### src/rtl/rxdesc_pkg.sv
package rxdesc_pkg;

   typedef enum logic [2:0] {
      ST_IDLE,
      ST_DRD,
      ST_FBLK,
      ST_FWR,
      ST_DWR,
      ST_ADV,
      ST_REFR
   } rx_state_e;

   localparam int WORD_W    = 32;
   localparam int DESC_W    = 3 * WORD_W;
   localparam int OWN_BIT   = 31;
   localparam int MORE_BIT  = 30;
   localparam int STAT_LSB  = 16;

   localparam logic [1:0] OP_DESC_RD = 2'd0;
   localparam logic [1:0] OP_DATA_WR = 2'd1;
   localparam logic [1:0] OP_STAT_WR = 2'd2;
   localparam logic [1:0] OP_LINK_RD = 2'd3;

endpackage

### src/rtl/rxdesc_ovf.sv
module rxdesc_ovf (
   input  logic clk,
   input  logic rst_n,
   input  logic fifo_full,
   input  logic fifo_push,
   output logic irq_rx_ovr
);

   always_ff @(posedge clk or negedge rst_n) begin
      if (!rst_n) irq_rx_ovr <= 1'b0;
      else        irq_rx_ovr <= fifo_full & fifo_push;
   end


   ovr_irq_chk: assert property (@(posedge clk) disable iff (!rst_n)
      (fifo_full && fifo_push) |=> irq_rx_ovr);

endmodule

### src/rtl/rxdesc_fsm.sv
module rxdesc_fsm
   import rxdesc_pkg::*;
(
   input  logic      clk,
   input  logic      rst_n,
   input  logic      rx_en,
   input  logic      refresh,
   input  logic      mem_done,
   input  logic      rd_own,
   input  logic      link_nz,
   input  logic      avail_nz,
   input  logic      frag_last,
   input  logic      frag_fills,
   output rx_state_e state,
   output logic      mem_req,
   output logic      fifo_take
);

   rx_state_e nxt;

   always_comb begin
      nxt = state;
      unique case (state)
         ST_IDLE: if (rx_en) nxt = refresh ? ST_REFR : ST_DRD;
         ST_DRD:  if (mem_done) nxt = rd_own ? ST_IDLE : ST_FBLK;
         ST_FBLK: if (avail_nz) nxt = ST_FWR;
         ST_FWR:  if (mem_done) nxt = (frag_last || frag_fills) ? ST_DWR : ST_FBLK;
         ST_DWR:  if (mem_done) nxt = ST_ADV;
         ST_ADV:  nxt = link_nz ? ST_DRD : ST_IDLE;
         ST_REFR: if (mem_done) nxt = ST_ADV;
         default: nxt = ST_IDLE;
      endcase
   end

   always_ff @(posedge clk or negedge rst_n) begin
      if (!rst_n) state <= ST_IDLE;
      else        state <= nxt;
   end

   assign mem_req   = (state == ST_DRD) || (state == ST_FWR) ||
                      (state == ST_DWR) || (state == ST_REFR);
   assign fifo_take = (state == ST_FWR) && mem_done;


   own_idle_chk: assert property (@(posedge clk) disable iff (!rst_n)
      (state == ST_DRD && mem_done && rd_own) |=> state == ST_IDLE);

endmodule

### src/rtl/rxdesc_ctx.sv
module rxdesc_ctx
   import rxdesc_pkg::*;
#(
   parameter int AW       = 32,
   parameter int SW       = 8,
   parameter int SZW      = 12,
   parameter int FCW      = 12,
   parameter int MAX_FRAG = 64
) (
   input  logic               clk,
   input  logic               rst_n,
   input  rx_state_e          state,
   input  logic               mem_done,
   input  logic [DESC_W-1:0]  mem_rdata,
   input  logic               ptr_load,
   input  logic [AW-1:0]      ptr_value,
   input  logic [FCW-1:0]     fifo_avail,
   input  logic               fifo_eop,
   input  logic [SW-1:0]      fifo_status,
   output logic [1:0]         mem_op,
   output logic [AW-1:0]      mem_addr,
   output logic [SZW-1:0]     mem_len,
   output logic [WORD_W-1:0]  mem_wdata,
   output logic               rd_own,
   output logic               link_nz,
   output logic               avail_nz,
   output logic               frag_last,
   output logic               frag_fills,
   output logic [SZW-1:0]     frag_len
);

   localparam int CW = (FCW > SZW) ? FCW : SZW;

   logic [AW-1:0]  cur_ptr, link_q, buf_addr;
   logic [SZW-1:0] remaining, written;
   logic [SW-1:0]  stat_q;
   logic           pkt_end;

   logic [AW-1:0]  rd_link, rd_buf;
   logic [SZW-1:0] rd_size;
   logic [CW-1:0]  avail_x, rem_x, cap_x, len_x;
   logic           unused_rd;

   assign rd_link   = mem_rdata[AW-1:0];
   assign rd_buf    = mem_rdata[2*WORD_W +: AW];
   assign rd_size   = mem_rdata[WORD_W +: SZW];
   assign rd_own    = mem_rdata[WORD_W + OWN_BIT];
   assign unused_rd = ^mem_rdata;

   assign avail_x  = CW'(fifo_avail);
   assign rem_x    = CW'(remaining);
   assign avail_nz = (fifo_avail != '0);

   generate
      if (MAX_FRAG == 0) begin : g_nocap
         assign cap_x = rem_x;
      end else begin : g_cap
         assign cap_x = (rem_x > CW'(MAX_FRAG)) ? CW'(MAX_FRAG) : rem_x;
      end
   endgenerate

   assign len_x = (avail_x < cap_x) ? avail_x : cap_x;

   always_ff @(posedge clk or negedge rst_n) begin
      if (!rst_n) begin
         cur_ptr   <= '0;
         link_q    <= '0;
         buf_addr  <= '0;
         remaining <= '0;
         written   <= '0;
         frag_len  <= '0;
         frag_last <= 1'b0;
         stat_q    <= '0;
         pkt_end   <= 1'b0;
      end else begin
         unique case (state)
            ST_IDLE: if (ptr_load) cur_ptr <= ptr_value;
            ST_DRD: if (mem_done) begin
               link_q    <= rd_link;
               buf_addr  <= rd_buf;
               remaining <= rd_size;
               written   <= '0;
               pkt_end   <= 1'b0;
            end
            ST_REFR: if (mem_done) link_q <= rd_link;
            ST_FBLK: if (avail_nz) begin
               frag_len  <= len_x[SZW-1:0];
               frag_last <= fifo_eop && (len_x == avail_x);
            end
            ST_FWR: if (mem_done) begin
               buf_addr  <= buf_addr + AW'(frag_len);
               remaining <= remaining - frag_len;
               written   <= written + frag_len;
               if (frag_last) begin
                  pkt_end <= 1'b1;
                  stat_q  <= fifo_status;
               end
            end
            ST_ADV: if (link_nz) cur_ptr <= link_q;
            default: ;
         endcase
      end
   end

   assign link_nz    = (link_q != '0);
   assign frag_fills = (frag_len == remaining);

   always_comb begin
      mem_op    = OP_DESC_RD;
      mem_addr  = cur_ptr;
      mem_len   = '0;
      mem_wdata = '0;
      unique case (state)
         ST_REFR: mem_op = OP_LINK_RD;
         ST_FWR: begin
            mem_op   = OP_DATA_WR;
            mem_addr = buf_addr;
            mem_len  = frag_len;
         end
         ST_DWR: begin
            mem_op              = OP_STAT_WR;
            mem_addr            = cur_ptr + AW'(4);
            mem_wdata[OWN_BIT]  = 1'b1;
            mem_wdata[MORE_BIT] = ~pkt_end;
            if (pkt_end) mem_wdata[STAT_LSB +: SW] = stat_q;
            mem_wdata[SZW-1:0]  = written;
         end
         default: ;
      endcase
   end


   frag_bound_chk: assert property (@(posedge clk) disable iff (!rst_n)
      (state == ST_FWR) |-> (frag_len != '0) && (frag_len <= remaining));


   size_align_chk: assert property (@(posedge clk) disable iff (!rst_n)
      (state == ST_DRD && mem_done && !rd_own) |-> rd_size[4:0] == 5'd0);


   ptr_ignore_chk: assert property (@(posedge clk) disable iff (!rst_n)
      (ptr_load && state != ST_IDLE && state != ST_ADV) |=> $stable(cur_ptr));

endmodule

### src/rtl/rxdesc_dma.sv
module rxdesc_dma
   import rxdesc_pkg::*;
#(
   parameter int AW       = 32,
   parameter int SW       = 8,
   parameter int SZW      = 12,
   parameter int FCW      = 12,
   parameter int MAX_FRAG = 64
) (
   input  logic           clk,
   input  logic           rst_n,
   input  logic           rx_en,
   input  logic           refresh,
   input  logic           ptr_load,
   input  logic [AW-1:0]  ptr_value,
   input  logic [FCW-1:0] fifo_avail,
   input  logic           fifo_eop,
   input  logic [SW-1:0]  fifo_status,
   output logic           fifo_take,
   output logic [SZW-1:0] fifo_take_len,
   input  logic           fifo_full,
   input  logic           fifo_push,
   output logic           mem_req,
   output logic [1:0]     mem_op,
   output logic [AW-1:0]  mem_addr,
   output logic [SZW-1:0] mem_len,
   output logic [31:0]    mem_wdata,
   input  logic [95:0]    mem_rdata,
   input  logic           mem_done,
   output logic           irq_rx_ovr
);

   generate
      if (AW < 8 || AW > WORD_W) begin : g_bad_aw
         $error("rxdesc_dma: AW must lie in 8..32");
      end
      if (SW < 1 || SW > 14) begin : g_bad_sw
         $error("rxdesc_dma: SW must lie in 1..14");
      end
      if (SZW < 6 || SZW > 16) begin : g_bad_szw
         $error("rxdesc_dma: SZW must lie in 6..16");
      end
      if (MAX_FRAG < 0 || MAX_FRAG >= (1 << SZW)) begin : g_bad_frag
         $error("rxdesc_dma: MAX_FRAG out of range");
      end
   endgenerate

   rx_state_e      state;
   logic           rd_own, link_nz, avail_nz, frag_last, frag_fills;

   rxdesc_fsm i_fsm (
      .clk        (clk),
      .rst_n      (rst_n),
      .rx_en      (rx_en),
      .refresh    (refresh),
      .mem_done   (mem_done),
      .rd_own     (rd_own),
      .link_nz    (link_nz),
      .avail_nz   (avail_nz),
      .frag_last  (frag_last),
      .frag_fills (frag_fills),
      .state      (state),
      .mem_req    (mem_req),
      .fifo_take  (fifo_take)
   );

   rxdesc_ctx #(
      .AW       (AW),
      .SW       (SW),
      .SZW      (SZW),
      .FCW      (FCW),
      .MAX_FRAG (MAX_FRAG)
   ) i_ctx (
      .clk         (clk),
      .rst_n       (rst_n),
      .state       (state),
      .mem_done    (mem_done),
      .mem_rdata   (mem_rdata),
      .ptr_load    (ptr_load),
      .ptr_value   (ptr_value),
      .fifo_avail  (fifo_avail),
      .fifo_eop    (fifo_eop),
      .fifo_status (fifo_status),
      .mem_op      (mem_op),
      .mem_addr    (mem_addr),
      .mem_len     (mem_len),
      .mem_wdata   (mem_wdata),
      .rd_own      (rd_own),
      .link_nz     (link_nz),
      .avail_nz    (avail_nz),
      .frag_last   (frag_last),
      .frag_fills  (frag_fills),
      .frag_len    (fifo_take_len)
   );

   rxdesc_ovf i_ovf (
      .clk        (clk),
      .rst_n      (rst_n),
      .fifo_full  (fifo_full),
      .fifo_push  (fifo_push),
      .irq_rx_ovr (irq_rx_ovr)
   );


   req_hold_chk: assert property (@(posedge clk) disable iff (!rst_n)
      (mem_req && !mem_done) |=> mem_req && $stable(mem_addr) && $stable(mem_op));

endmodule

### config.mk
export PLATFORM = sky130hd
export DESIGN_NAME = rxdesc_dma
export DESIGN_NICKNAME = d
export VERILOG_FILES = /design/src/rtl/rxdesc_pkg.sv /design/src/rtl/rxdesc_ovf.sv /design/src/rtl/rxdesc_fsm.sv /design/src/rtl/rxdesc_ctx.sv /design/src/rtl/rxdesc_dma.sv
export SDC_FILE = /design/constraint.sdc
export NUM_CORES = 1
export LEC_CHECK = 0
export ABC_AREA = 1
export BUFFER_PORTS_ARGS = -buffer_cell sky130_fd_sc_hd__buf_2
export CAP_MARGIN = 20
export CORE_MARGIN = 2
export CORE_UTILIZATION = 30
export CTS_CLUSTER_DIAMETER = 80
export DETAILED_ROUTE_END_ITERATION = 7
export REMOVE_ABC_BUFFERS = 1
export SETUP_SLACK_MARGIN = 0.15
export SKIP_LAST_GASP = 1
export SLEW_MARGIN = 15
export SYNTH_ARGS = -nofsm -noshare
export SYNTH_HDL_FRONTEND = slang
export SYNTH_SLANG_ARGS = --single-unit
### constraint.sdc
create_clock -name clk -period 2.95 [get_ports clk]
set_clock_uncertainty 0.15 [all_clocks]
set_input_delay 0.4425 -clock clk [delete_from_list [all_inputs] [get_ports clk]]
set_output_delay 0.4425 -clock clk [all_outputs]
set_load 0.03 [all_outputs]
Word-level counts from Yosys, hierarchy flattened. Index checks and enable logic that the tools add are counted.

$add $sub $neg: 4. Order comparisons: 2. Eq/ne operators: 16. Mux-type cells: 35. Bitwise operators: 2. Reductions and logical operators: 20.

Operators by type and width (number): $pmux 32 s2 (3); $mux 32 (4); $mux 12 (8); $pmux 12 s2 (2); $add 32x12->32 (1); $add 32x3->32 const B (1); $reduce_bool 32->1 (1); $eq 12x12->1 (2); $mux 3 (7); $pmux 3 s6 (1); $mux 8 (2); $add 12x12->12 (1); $gt 12x7->1 const B (1); $lt 12x12->1 (1); $ne 2x2->1 const B (6); $reduce_bool 12->1 (1); $sub 12x12->12 (1); $eq 3x3->1 const B (3); $reduce_and 3->1 (3); $eq 3x2->1 const B (2); $pmux 2 s3 (1); $reduce_and 5->1 (1); $logic_or 1x1->1 (4); $mux 1 (4); 12 further kinds (18).

Register bits after elaboration: 146. Output and inout bits: 93.

Longest topological paths before layout.
Word-level depth: 6. Mapped depth: 17. Gate-level depth less buffers: 16.

Modules after synthesis. From an unflattened synthesis, not the netlist that was laid out.

Cells, all modules: 1578. Area, all modules: 10851.7 um^2.

By module, submodules not included: rxdesc_ctx (instances 1, cells each 1533, area each 10550.1 um^2, seq. area each 3553.4 um^2); rxdesc_fsm (instances 1, cells each 42, area each 269.0 um^2, seq. area each 75.1 um^2); rxdesc_ovf (instances 1, cells each 3, area each 32.5 um^2, seq. area each 25.0 um^2).

Worst setup path after synthesis. No wires, ideal clock.

Kind: register to register. From: register i_ctx.remaining[9] (netlist: i_ctx.rem_x[9]). To: register i_ctx.frag_len[4]. Library setup time: 0.065 ns. Arrival time: 2.409 ns. Slack: 0.325 ns. Stages on the path, launching flop included: 16. Clock period less this slack: 2.625 ns. Cells stage by stage: dfrtp_1 nor2_1 nand2_1 nor2_1 nand2_1 nor2_1 inv_1 ha_1 a21oi_1 o21ai_0 a21oi_1 nand2_1 buf_4 nand2_1 nand3_1 nand2_1.

Cells in the longest elaborated chain, start to end: 4.

Ends and longest elaborated chain: start: declaration (RTL line rxdesc_ctx.sv:35) `logic [SZW-1:0] remaining, written;`; start signal: assignment (RTL line rxdesc_ctx.sv:81) `remaining <= rd_size;`; start signal: assignment (RTL line rxdesc_ctx.sv:92) `remaining <= remaining - frag_len;`; $gt 12x7->1 (RTL line rxdesc_ctx.sv:58) `assign cap_x = (rem_x > CW'(MAX_FRAG)) ? CW'(MAX_FRAG) : rem_x;`; $mux 12 * (RTL line rxdesc_ctx.sv:58); $lt 12x12->1 (RTL line rxdesc_ctx.sv:62) `assign len_x = (avail_x < cap_x) ? avail_x : cap_x;`; $mux 12 * (RTL line rxdesc_ctx.sv:62); end signal: assignment (RTL line rxdesc_ctx.sv:87) `frag_len <= len_x[SZW-1:0];`; end: declaration (RTL line rxdesc_ctx.sv:29) `output logic [SZW-1:0] frag_len`.

Every way passes the cells marked *; elsewhere a longest branch is shown, timed or not. A chain may end at the register's enable or synchronous reset.

Final worst setup path.
From: register i_ctx.cur_ptr[2]. To: output port mem_addr[24].

Cells in the longest elaborated chain, start to end: 2.

Ends and longest elaborated chain: start: declaration (RTL line rxdesc_ctx.sv:34) `logic [AW-1:0] cur_ptr, link_q, buf_addr;`; start signal: assignment (RTL line rxdesc_ctx.sv:77) `ST_IDLE: if (ptr_load) cur_ptr <= ptr_value;`; start signal: assignment (RTL line rxdesc_ctx.sv:99) `ST_ADV: if (link_nz) cur_ptr <= link_q;`; $add 32x3->32 (RTL line rxdesc_ctx.sv:122) `mem_addr = cur_ptr + AW'(4);`; $pmux 32 s2 (RTL line rxdesc_ctx.sv:113) `unique case (state)`; end: declaration (RTL line rxdesc_dma.sv:25) `output logic [AW-1:0] mem_addr,`.

No other way between the ends.

==> flow_summary_export.csv <==
group,metric,value,unit
status,status,"finished clean",
yosys,synth-adder-area-share,5.96,%
global_routing,antenna_found_initial,5,
clock_network,clk_pin_slew,0.07,ns
yosys,synth_compound_area_share,16.4,%
setup_path,critPathLaunchType,"flop",
cells_and_area,final_util,38.2,%
routing,routedWlPerCell,16.2,um
yosys,ys_ff_latch,146,
floorplanning,ios,250,
cells_and_area,synthToLayoutAreaGrowth,26.6,%
yosys,synth_top_family_by_area,"simple AND/OR/NAND/NOR gates",
global_routing,grt.overflow.total,0,
yosys,synth.avg_cell_area,6.73,sq um
cells_and_area,nets,2029,
floorplanning,fp-row-count,69,
timing,timing.setup.tns,0,ns
yosys,async_reset_ff_share,100,%
yosys,yosysMostFrequentCell,"nand2_1",
yosys,synth-edff-count,0,
global_routing,grt_pass1_wl,58000,um
timing,setup_viol,0,
timing,drv_slew,0,
yosys,yosys-top-cells-area,"dfrtp_1 (34%), nand2_1 (14%), inv_1 (7.9%)",
pwr,vdd_drop_max,0.000577,V
setup_path,cp_slowest_cell,"dfrtp_1",
hold_path,hp-class,"in2reg",
yosys,ys_seq_area_share,34.2,%
clock_network,cts_tree,"done",
clock_network,clockBufferDepth,2,
hold_path,min-delay-start,"fifo_push",
placed_design,io_buffers,220,
cells_and_area,stdcell_count,2302,
routing,drtAntennaViolNets,0,
setup_path,worstReg2RegEnd,"i_ctx.buf_addr[22]$_DFFE_PN0P_",
flow_run,maxCapViolCount,0,
yosys,yosys.area.top_type,"dfrtp_1",
floorplanning,initial_core_util,30.2,%
setup_path,cp_max_fo,6,
timing,rsz0062_at_grt,"yes",
setup_path,r2r_cells,15,
timing,maxSlewHeadroom,51.6,%
floorplanning,dieHeight,193,um
setup_path,r2r_start,"i_ctx.buf_addr[0]$_DFFE_PN0P_",
pwr,p_leak,6.83,nW
routing,vias_per_cell,4.93,
cells_and_area,n_fill_cell,3826,
placed_design,dpl_cell_area,12400,sq um
setup_path,arrival,2.31,ns
placed_design,detailed_place_hpwl,28400,um
yosys,syn-instance-count,1584,
setup_path,crit_buf_inv,2,
yosys,synth.area.mux_share,0.844,%
routing,routed_wl,37300,um
yosys,synth_cell_types,44,
routing,vias,11300,
clock_network,cts_sinks,146,
clock_network,cts_buffers,17,
yosys,netlist_area,10700,sq um
setup_path,required,2.36,ns
placed_design,place_congestion,0.906,
timing,hold_viol,0,
pwr,finalPower,15.0,mW
yosys,synthSimpleGateAreaFrac,30.4,%
setup_path,slowest_delay,0.38,ns
placed_design,placed_cells,2251,
yosys,synth-xor-area-share,1.15,%
cells_and_area,stdcell_area,13500,sq um
clock_network,root_buffer,"clkbuf_16",
routing,first_iter_violations,770,
yosys,synth_common_cells,"nand2_1 (404), inv_1 (224), nor2_1 (152)",
timing,fmax,344,MHz
yosys,synth_warnings,0,
routing,drt_first_pass_iters,7,
timing,worst_pin_slew,0.725,ns
pwr,p_per_area,1110,nW/um^2
global_routing,track_usage,20.3,%
yosys,netlist.area_leader.share,34.2,%
hold_path,whs_endpoint,"i_ovf.irq_rx_ovr$_DFF_PN0_",
floorplanning,fp.dieW,193,um
floorplanning,core-area,35300,sq um
setup_path,rrSetupSlack,0.37,ns
setup_path,crit_family,"simple AND/OR/NAND/NOR gates",
global_routing,grt_pass1_vias,10600,
hold_path,hold_depth,3,
setup_path,path_cells,"ha_2 > nand2_4 > nor2_4 > nand2_2 > inv_2 > nand3_4 > nor3_4 > nand3_1 > nand2_1 > nand3_2 > o211ai_1 > buf_4",
cells_and_area,drive_above_1_share,20.9,%
routing,drc,0,
clock_network,clock_latency,0.45,ns
setup_path,endpoint_kind,"output port",
timing,fin_crit_sh,98.5,%
clock_network,cts_max_level,4,
yosys,ys.flop_type,"dfrtp_1",
setup_path,critPathKind,"reg2out",
global_routing,grt_max_degree,72,
floorplanning,dieArea,37100,sq um
timing,finalCriticalPeriod,2.91,ns
==> metal layers <==
layer / share of wire [%] / GRT usage, % / wire (um)
met1: 45 / 27.3 / 17000
met2: 46 / 31.9 / 17100
met5: 0 / 0 / 0
met3: 5.7 / 4.13 / 2110
met4: 3.0 / 8.07 / 1120
==> final cells by class <==
class	instances	area [sq um]	share of cell area, %
inverter	230	871	6.45
timing repair buffer	271	1640	12.2
antenna	5	12.5	0.0927
tap	461	577	4.27
sequential	146	3660	27.1
multi-input combinational	1157	6130	45.4
clock buffer	18	439	3.25
clock inverter	14	169	1.25
==> per-stage QoR <==
stage,setup slack [ns],hold slack [ns]
floorplan,-0.964,-0.00309
global placement,0.0879,0.302
detailed placement,0.0629,0.300
CTS,-0.0280,0.00639
global route,-0.130,0.0289
finish,0.0432,0.0250
==> worst reg2reg max path: stages (launching register included) <==
cell and delay (ns):
dfrtp_1 0.38, ha_1 0.17, inv_1 0.05, fa_1 0.39
nand3b_1 0.18, nand2_1 0.16, nand3_1 0.10, nand2_1 0.12
nand2_1 0.09, nand2_1 0.11, nand2_1 0.12, nor2_2 0.17
or2_2 0.13, nand3_1 0.06, nand2_1 0.07, inv_1 0.04
==> sequential cells by signal (all words and copies together), names as in the netlist <==
name              count
i_ctx.pkt_end         1
i_ctx.stat_q          8
i_ctx.link_q         32
i_ctx.frag_len       12
i_ctx.buf_addr       32
i_ctx.written        12
i_fsm.state           3
i_ovf.irq_rx_ovr      1
i_ctx.frag_last       1
i_ctx.cur_ptr        32
i_ctx.rem_x          12
==> repair_timing <==
item                       4_1_cts  5_1_grt
setup buffers                    8        5
hold buffers                     1        0
hold endpoints to repair        51        0
gates resized for setup         56       49
setup endpoints to repair       34       56
pin swaps                       18       18
==> power by group <==
part / switching [mW] / internal [mW]
sequential: 0.865 / 2.93
clock: 1.00 / 1.30
combinational: 5.97 / 2.94
total: 7.84 / 7.17
==> how the worst max path moves through the flow <==
stage	depth (start not counted)	start	end
3_3_place_gp	7	i_fsm.state[1]$_DFFE_PN0P_	mem_addr[9]
2_1_floorplan	6	i_fsm.state[2]$_DFFE_PN0P_	mem_addr[11]
3_5_place_dp	7	i_fsm.state[1]$_DFFE_PN0P_	mem_addr[9]
4_1_cts	12	i_ctx.cur_ptr[3]$_DFFE_PN0P_	mem_addr[24]
5_1_grt	12	i_ctx.cur_ptr[2]$_DFFE_PN0P_	mem_addr[19]
6_report	12	i_ctx.cur_ptr[2]$_DFFE_PN0P_	mem_addr[24]
==> cell usage in the layout, fill, tap and decap left out, drive strengths merged, types with 3 or more instances in the layout <==
master    count
nand3       113
nand3b        5
nand2       406
xnor2         5
mux2          8
diode         5
nand4        26
o22ai        19
nor3         31
ha           46
nor2        156
a21oi        97
buf         269
or2           8
clkinv        4
dfrtp       146
a31oi         7
o211ai       26
conb         15
inv         234
clkbuf       19
clkinvlp      4
a21o          3
nor4         12
xor2          9
o21ai       134
o221ai       17
fa            3
==> cells by family after synthesis <==
group           after synthesis
buf+inv                     294
flops                       146
xor+xnor                     14
other cells                   2
mux                           8
fa+ha+maj                    49
compound gates              311
simple gates                760
Power figures use the tool's default switching activity.
